## config.mk

```make
export PLATFORM = sky130hd
export DESIGN_NAME = sdram_burst_colgen
export DESIGN_NICKNAME = d
export VERILOG_FILES = /design/src/rtl/colgen_pkg.sv /design/src/rtl/colgen_mode_dec.sv /design/src/rtl/colgen_addr_gen.sv /design/src/rtl/colgen_beat_seq.sv /design/src/rtl/sdram_burst_colgen.sv
export SDC_FILE = /design/constraint.sdc
export NUM_CORES = 1
export LEC_CHECK = 0
export BUFFER_PORTS_ARGS = -buffer_cell sky130_fd_sc_hd__buf_2
export CORE_ASPECT_RATIO = 0.7
export CORE_MARGIN = 8
export CORE_UTILIZATION = 57
export CTS_CLUSTER_DIAMETER = 30
export DETAILED_ROUTE_END_ITERATION = 16
export PLACE_DENSITY = 0.8
export SLEW_MARGIN = 10
export SYNTH_ARGS = -nofsm -noshare
export SYNTH_HDL_FRONTEND = slang
export SYNTH_SLANG_ARGS = --single-unit
export TNS_END_PERCENT = 100
```

## constraint.sdc

```tcl
create_clock -name clk_i -period 2.51 [get_ports clk_i]
set_clock_uncertainty 0.05 [all_clocks]
set_input_delay 0.1255 -clock clk_i [delete_from_list [all_inputs] [get_ports clk_i]]
set_output_delay 0.1255 -clock clk_i [all_outputs]
set_load 0.01 [all_outputs]
```

## src/rtl/colgen_pkg.sv

```systemverilog
package colgen_pkg;
  localparam int unsigned MODE_W   = 4;
  localparam int unsigned LEN_W    = 3;
  localparam int unsigned ORDER_BIT = 3;

  typedef enum logic [LEN_W-1:0] {
    BL_ONE   = 3'b000,
    BL_TWO   = 3'b001,
    BL_FOUR  = 3'b010,
    BL_EIGHT = 3'b011,
    BL_PAGE  = 3'b111
  } bl_code_e;
endpackage

```

## src/rtl/colgen_mode_dec.sv

```systemverilog
module colgen_mode_dec
  import colgen_pkg::*;
#(
  parameter int unsigned COL_W = 8
) (
  input  logic [MODE_W-1:0] mode_i,
  input  logic              is_write_i,
  input  logic              wr_single_i,
  output logic              legal_o,
  output logic              full_o,
  output logic              ilv_o,
  output logic [COL_W-1:0]  mask_o
);
  logic [LEN_W-1:0] code;
  logic [LEN_W-1:0] shift;

  assign code  = mode_i[LEN_W-1:0];
  assign ilv_o = mode_i[ORDER_BIT];

  always_comb begin
    legal_o = 1'b0;
    full_o  = 1'b0;
    shift   = '0;
    if (is_write_i && wr_single_i) begin
      legal_o = 1'b1;
    end else begin
      case (code)
        BL_ONE, BL_TWO, BL_FOUR, BL_EIGHT: begin
          legal_o = 1'b1;
          shift   = code;
        end
        BL_PAGE: begin
          legal_o = !ilv_o;
          full_o  = 1'b1;
        end
        default: legal_o = 1'b0;
      endcase
    end
  end

  // low-bit mask of the burst block; equals beat count minus one
  assign mask_o = full_o ? {COL_W{1'b1}}
                         : COL_W'((COL_W'(1) << shift) - COL_W'(1));
endmodule

```

## src/rtl/colgen_addr_gen.sv

```systemverilog
module colgen_addr_gen #(
  parameter int unsigned COL_W = 8
) (
  input  logic [COL_W-1:0] base_i,
  input  logic [COL_W-1:0] idx_i,
  input  logic [COL_W-1:0] mask_i,
  input  logic             ilv_i,
  output logic [COL_W-1:0] col_o
);
  logic [COL_W-1:0] low;

  assign low = ilv_i ? (base_i ^ idx_i) : COL_W'(base_i + idx_i);

  for (genvar b = 0; b < COL_W; b++) begin : g_bit
    assign col_o[b] = mask_i[b] ? low[b] : base_i[b];
  end
endmodule

```

## src/rtl/colgen_beat_seq.sv

```systemverilog
module colgen_beat_seq #(
  parameter int unsigned COL_W = 8
) (
  input  logic             clk_i,
  input  logic             rst_ni,
  input  logic             cke_i,
  input  logic             start_i,
  input  logic             stop_i,
  input  logic             legal_i,
  input  logic             full_i,
  input  logic             ilv_i,
  input  logic [COL_W-1:0] mask_i,
  input  logic [COL_W-1:0] start_col_i,
  output logic             active_o,
  output logic             last_o,
  output logic             ilv_o,
  output logic [COL_W-1:0] base_o,
  output logic [COL_W-1:0] idx_o,
  output logic [COL_W-1:0] mask_o
);
  logic             active_q, full_q, ilv_q;
  logic [COL_W-1:0] base_q, idx_q, mask_q;
  logic             at_last;

  assign at_last = active_q && !full_q && (idx_q == mask_q);

  always_ff @(posedge clk_i or negedge rst_ni) begin
    if (!rst_ni) begin
      active_q <= 1'b0;
      full_q   <= 1'b0;
      ilv_q    <= 1'b0;
      base_q   <= '0;
      idx_q    <= '0;
      mask_q   <= '0;
    end else if (cke_i) begin
      if (start_i && legal_i) begin
        active_q <= 1'b1;
        full_q   <= full_i;
        ilv_q    <= ilv_i;
        base_q   <= start_col_i;
        idx_q    <= '0;
        mask_q   <= mask_i;
      end else if (start_i || stop_i || at_last) begin
        active_q <= 1'b0;
      end else if (active_q) begin
        idx_q <= COL_W'(idx_q + COL_W'(1));
      end
    end
  end

  assign active_o = active_q;
  assign last_o   = at_last;
  assign ilv_o    = ilv_q;
  assign base_o   = base_q;
  assign idx_o    = idx_q;
  assign mask_o   = mask_q;

  a_r11_stall_hold: assert property (@(posedge clk_i) disable iff (!rst_ni)
    !cke_i |=> $stable(active_q) && $stable(idx_q) && $stable(base_q));
  a_r9_stop_ends: assert property (@(posedge clk_i) disable iff (!rst_ni)
    cke_i && stop_i && !start_i |=> !active_q);
  a_r2_last_ends: assert property (@(posedge clk_i) disable iff (!rst_ni)
    cke_i && at_last && !start_i |=> !active_q);
  a_r7_refused: assert property (@(posedge clk_i) disable iff (!rst_ni)
    cke_i && start_i && !legal_i |=> !active_q);
endmodule

```

## src/rtl/sdram_burst_colgen.sv

```systemverilog
module sdram_burst_colgen
  import colgen_pkg::*;
#(
  parameter int unsigned COL_W = 8
) (
  input  logic              clk_i,
  input  logic              rst_ni,
  input  logic              cke_i,
  input  logic              start_i,
  input  logic              is_write_i,
  input  logic              wr_single_i,
  input  logic [MODE_W-1:0] mode_i,
  input  logic [COL_W-1:0]  start_col_i,
  input  logic              stop_i,
  output logic [COL_W-1:0]  col_o,
  output logic              valid_o,
  output logic              last_o
);
  logic             dec_legal, dec_full, dec_ilv;
  logic [COL_W-1:0] dec_mask;
  logic             seq_ilv;
  logic [COL_W-1:0] seq_base, seq_idx, seq_mask;

  colgen_mode_dec #(.COL_W(COL_W)) u_dec (
    .mode_i      (mode_i),
    .is_write_i  (is_write_i),
    .wr_single_i (wr_single_i),
    .legal_o     (dec_legal),
    .full_o      (dec_full),
    .ilv_o       (dec_ilv),
    .mask_o      (dec_mask)
  );

  colgen_beat_seq #(.COL_W(COL_W)) u_seq (
    .clk_i       (clk_i),
    .rst_ni      (rst_ni),
    .cke_i       (cke_i),
    .start_i     (start_i),
    .stop_i      (stop_i),
    .legal_i     (dec_legal),
    .full_i      (dec_full),
    .ilv_i       (dec_ilv),
    .mask_i      (dec_mask),
    .start_col_i (start_col_i),
    .active_o    (valid_o),
    .last_o      (last_o),
    .ilv_o       (seq_ilv),
    .base_o      (seq_base),
    .idx_o       (seq_idx),
    .mask_o      (seq_mask)
  );

  colgen_addr_gen #(.COL_W(COL_W)) u_addr (
    .base_i (seq_base),
    .idx_i  (seq_idx),
    .mask_i (seq_mask),
    .ilv_i  (seq_ilv),
    .col_o  (col_o)
  );

  a_r10_first_beat: assert property (@(posedge clk_i) disable iff (!rst_ni)
    cke_i && start_i && dec_legal |=> valid_o && (col_o == $past(start_col_i)));
  a_r5_high_fixed: assert property (@(posedge clk_i) disable iff (!rst_ni)
    valid_o && !last_o && cke_i && !start_i && !stop_i
      |=> ((col_o ^ $past(col_o)) & ~seq_mask) == '0);
  a_r1_last_valid: assert property (@(posedge clk_i) disable iff (!rst_ni)
    last_o |-> valid_o);
endmodule

```

==> out/qor.csv <==
stage,metric,value,unit
logic_synthesis,mux cell area share after synthesis,10.2,%
clock_tree,CTS Root Buffer Type,clkbuf_8,
sta,Worst slew margin,62.1,%
die,I/O pin cnt,29,
global_route,initial antenna violation count,0,
worst_setup_path,reg2reg path depth,6,
die,core area,3170,sq um
global_route,GR Util All Layers,15.5,%
place,placed cell count,262,
clock_tree,CTS Buf Count,3,
worst_setup_path,WP data required,2330,ps
place,PortBufs,28,
power_and_ir_drop,sequential share of power,46.3,%
global_route,M2 GR Usage,23.1,%
power_and_ir_drop,pwr dens,564,nW/um^2
finish,share of cells above drive strength 1,21.6,%
logic_synthesis,count of cell types in the netlist,46,
logic_synthesis,"area fraction in and, or, nand and nor cells after synthesis",19.2,%
clock_tree,Clock Latency Late Sink,270,ps
worst_setup_path,crit-path max FO,5,
power_and_ir_drop,Switching Share,34.7,%
global_route,total grt overflow,0,
place,placed cell area,2040,sq um
sta,Worst-Margin Slew,568,ps
power_and_ir_drop,internal power,780,uW
clock_tree,CTS tree,yes,
worst_setup_path,CP cell instances,ha_1 -> inv_1 -> fa_1 -> nor2b_1 -> o21ai_2 -> a2111o_1 -> o221ai_1 -> buf_2,
detailed_routing,via count of the routed design,1628,
logic_synthesis,Synth Area in Compound Gates,19.6,%
global_route,pin count of the biggest net entering global routing,35,
finish,Diodes inserted,0,
detailed_routing,First-pass DRT Iterations,4,
run_status,status,"complete, no violations",
clock_tree,H-tree lvl count,1,
logic_synthesis,Mapped Avg Cell Area,9.35,sq um
worst_setup_path,max incr delay on CP,410,ps
logic_synthesis,post-synthesis adder-cell area fraction,7.51,%
global_route,met3 Use GR,3.83,%
worst_setup_path,CP endpoint kind,output pin,
detailed_routing,initial DRC count,104,
power_and_ir_drop,Clock power frac,19.0,%
die,Die Y-Extent,64.3,um
power_and_ir_drop,VDD IR-drop max,429,uV
global_route,GRT met1 Usage,22.6,%
logic_synthesis,Most used DFF post-synth,dfrtp_1,
run,# Max-Cap Violations,0,
logic_synthesis,"flops & latches, synth",26,
logic_synthesis,number of synthesized flops with an enable pin,0,
finish,Fill cells,262,
logic_synthesis,sequential share of the synthesized area,34.3,%
power_and_ir_drop,Comb power frac,34.6,%
sta,Setup Viol. Count Final,0,
die,Site Rows,17,
logic_synthesis,Mapped Area,1900,sq um
global_route,first-pass GRT wire length,7050,um
sta,Max Slew Vio Count,0,
sta,Setup TNS,0,ps
min_path,hold_sp,start_col_i[7],
die,Starting Density,59.9,%
global_route,number of global-route vias before repair,1482,
worst_setup_path,CP Class,reg -> out,
sta,Peak Freq,421,MHz
min_path,Hold Path Class,in -> reg,
sta,fin crit share,94.6,%
place,DP Wirelength,3190,um
sta,Final min period,2370,ps
place,GP Congestion,0.845,
worst_setup_path,Worst setup SP type,flop,
logic_synthesis,synth warn,0,
worst_setup_path,critical path arrival,2200,ps
finish,Synth-to-Final Area Change,11.5,%
power_and_ir_drop,Static Leak,0.981,nW
global_route,busiest grt layer,met2,
finish,cell area after layout,2120,sq um
clock_tree,Clock transition at path regs,80,ps
sta,setup repair after global routing missed its margin,false,
worst_setup_path,Reg2Reg Launch Point,u_seq.idx_o[0],
finish,fin nets,262,
finish,Post-Layout Cell Count,269,
power_and_ir_drop,Sw Pwr,414,uW
clock_tree,Max Root-Sink Buffers,2,
power_and_ir_drop,Total Power,1.19,mW
detailed_routing,vias per inst,6.05,
detailed_routing,Post-DRT Antenna Nets,0,
logic_synthesis,synthesized net count,232,
min_path,hold depth,2,
die,Die ar.,5460,sq um
logic_synthesis,Mapped Cells,203,
detailed_routing,Total Wirelength,4180,um
logic_synthesis,largest family of logic cells by synthesized area,compound AO/OA/AOI/OAI gates,
clock_tree,Sink Count,26,
worst_setup_path,Worst Setup SP,u_seq.idx_o[0],
detailed_routing,Routed wire per std cell,15.5,um
logic_synthesis,ys async rst share,100,%
detailed_routing,DRC viols,0,
logic_synthesis,area share of xor/xnor cells in the synthesized design,3.69,%
die,Die Wd,85.0,um
sta,Fin. Hold Viols,0,
worst_setup_path,Critical-path top delay cell,a2111o_1,
-- flip-flops by register name, indices dropped and copies added, names as in the netlist --
name	count
u_seq.active_o	1
u_seq.ilv_o	1
u_seq.base_o	8
u_seq.mask_o	8
u_seq.idx_o	8
-- worst paths after layout --
| kind | end | slack (ps) |
|---|---|---|
| min in group asynchronous | u_seq.base_o[7] | 330 |
| hold reg to reg | u_seq.idx_o[0] | 460 |
| setup reg to reg | u_seq.idx_o[0] | 780 |
| max in group asynchronous | u_seq.idx_o[0] | 1670 |
| hold / removal | u_seq.base_o[7] | 30 |
| setup / recovery | col_o[4] | 140 |
-- synthesized netlist by cell type, types with 2 or more instances --
library cell	number	area (sq um)
buf_2	2	10.0
nor2b_1	3	18.8
dfrtp_1	26	651
or3_1	3	18.8
nand2b_1	3	18.8
buf_6	3	33.8
mux2_2	10	113
o211ai_1	4	30.0
o221ai_1	2	17.5
o21ai_1	2	10.0
or2b_1	2	15.0
a21oi_1	17	85.1
xnor2_1	8	70.1
and4_1	4	35.0
mux2i_1	8	80.1
and3_1	2	12.5
o31ai_1	2	15.0
o21a_1	3	22.5
o21ai_0	5	25.0
clkbuf_1	3	11.3
inv_1	11	41.3
nand2_1	17	63.8
nor2_1	12	45.0
a31oi_1	2	12.5
ha_1	9	113
nand3_1	5	25.0
a211oi_1	3	22.5
nand4_1	6	37.5
a21o_1	7	52.6
nand3b_1	3	22.5
-- area by class of cell --
class                   count  area [sq um]  share of cell area [%]
flip-flops and latches     26           652                    30.8
repair buffers             34           188                    8.87
clock buffers               3          41.3                    1.95
multi-input cells         157          1150                    54.2
well taps                  38          47.5                    2.25
inverters                  11          41.3                    1.95
-- metal layers --
metal	vias up	wire length [um]
met5	-	0
met2	47	1850
met4	0	15
met3	4	214
li1	804	-
met1	773	2100
-- layout by cell type, fill, tap and decap left out, drive strengths merged, types with 2 or more instances in the layout --
cell type   n
a211oi      3
a21o        7
a21oi      17
a31oi       2
and3        2
and4        4
buf        33
clkbuf      3
dfrtp      26
ha          9
inv        11
mux2       10
mux2i       8
nand2      17
nand2b      3
nand3       5
nand3b      3
nand4       6
nor2       12
nor2b       3
o211ai      4
o21a        3
o21ai       7
o221ai      2
o31ai       2
or2b        2
or3         3
xnor2       8
-- through the flow --
step / setup WS, ps / util (%) / hold slack, ps
3_5_place_dp: 251 / 64.3 / 102
2_1_floorplan: 517 / - / -220
5_1_grt: 11.5 / 66.8 / 33.1
3_3_place_gp: 312 / 64.3 / 103
4_1_cts: 3.92 / 66.0 / 35.4
6_report: 137 / 66.8 / 34.7
-- power by group through the flow --
stage               clock [mW]  sequential (mW)  combinational [mW]
detailed placement           0            0.563               0.389
CTS                      0.235            0.556               0.395
finish                   0.227            0.553               0.413
floorplan                    0            0.533               0.295
global route             0.252            0.564               0.462
global placement             0            0.562               0.382
-- repair_timing --
action                                  CTS  global route
endpoints found under the hold margin    26             0
pin swaps                                 0             0
gates resized for setup                   1             2
buffers inserted                          0             3
endpoints found under the setup margin    1             2
hold buffers                              1             0
-- worst max-delay path: cells and delay by family, from the launching register on --
family	cells	cell delay [ps]
compound gates	3	570
buf+inv	2	230
flops	1	400
simple gates	1	150
fa+ha+maj	2	580
-- cell families after synthesis --
logic type      count (synthesis)
flops                          26
fa+ha+maj                      11
buf+inv                        20
simple gates                   66
mux                            18
compound gates                 54
xor+xnor                        8
Note: power is estimated with default switching activity, not from simulation.
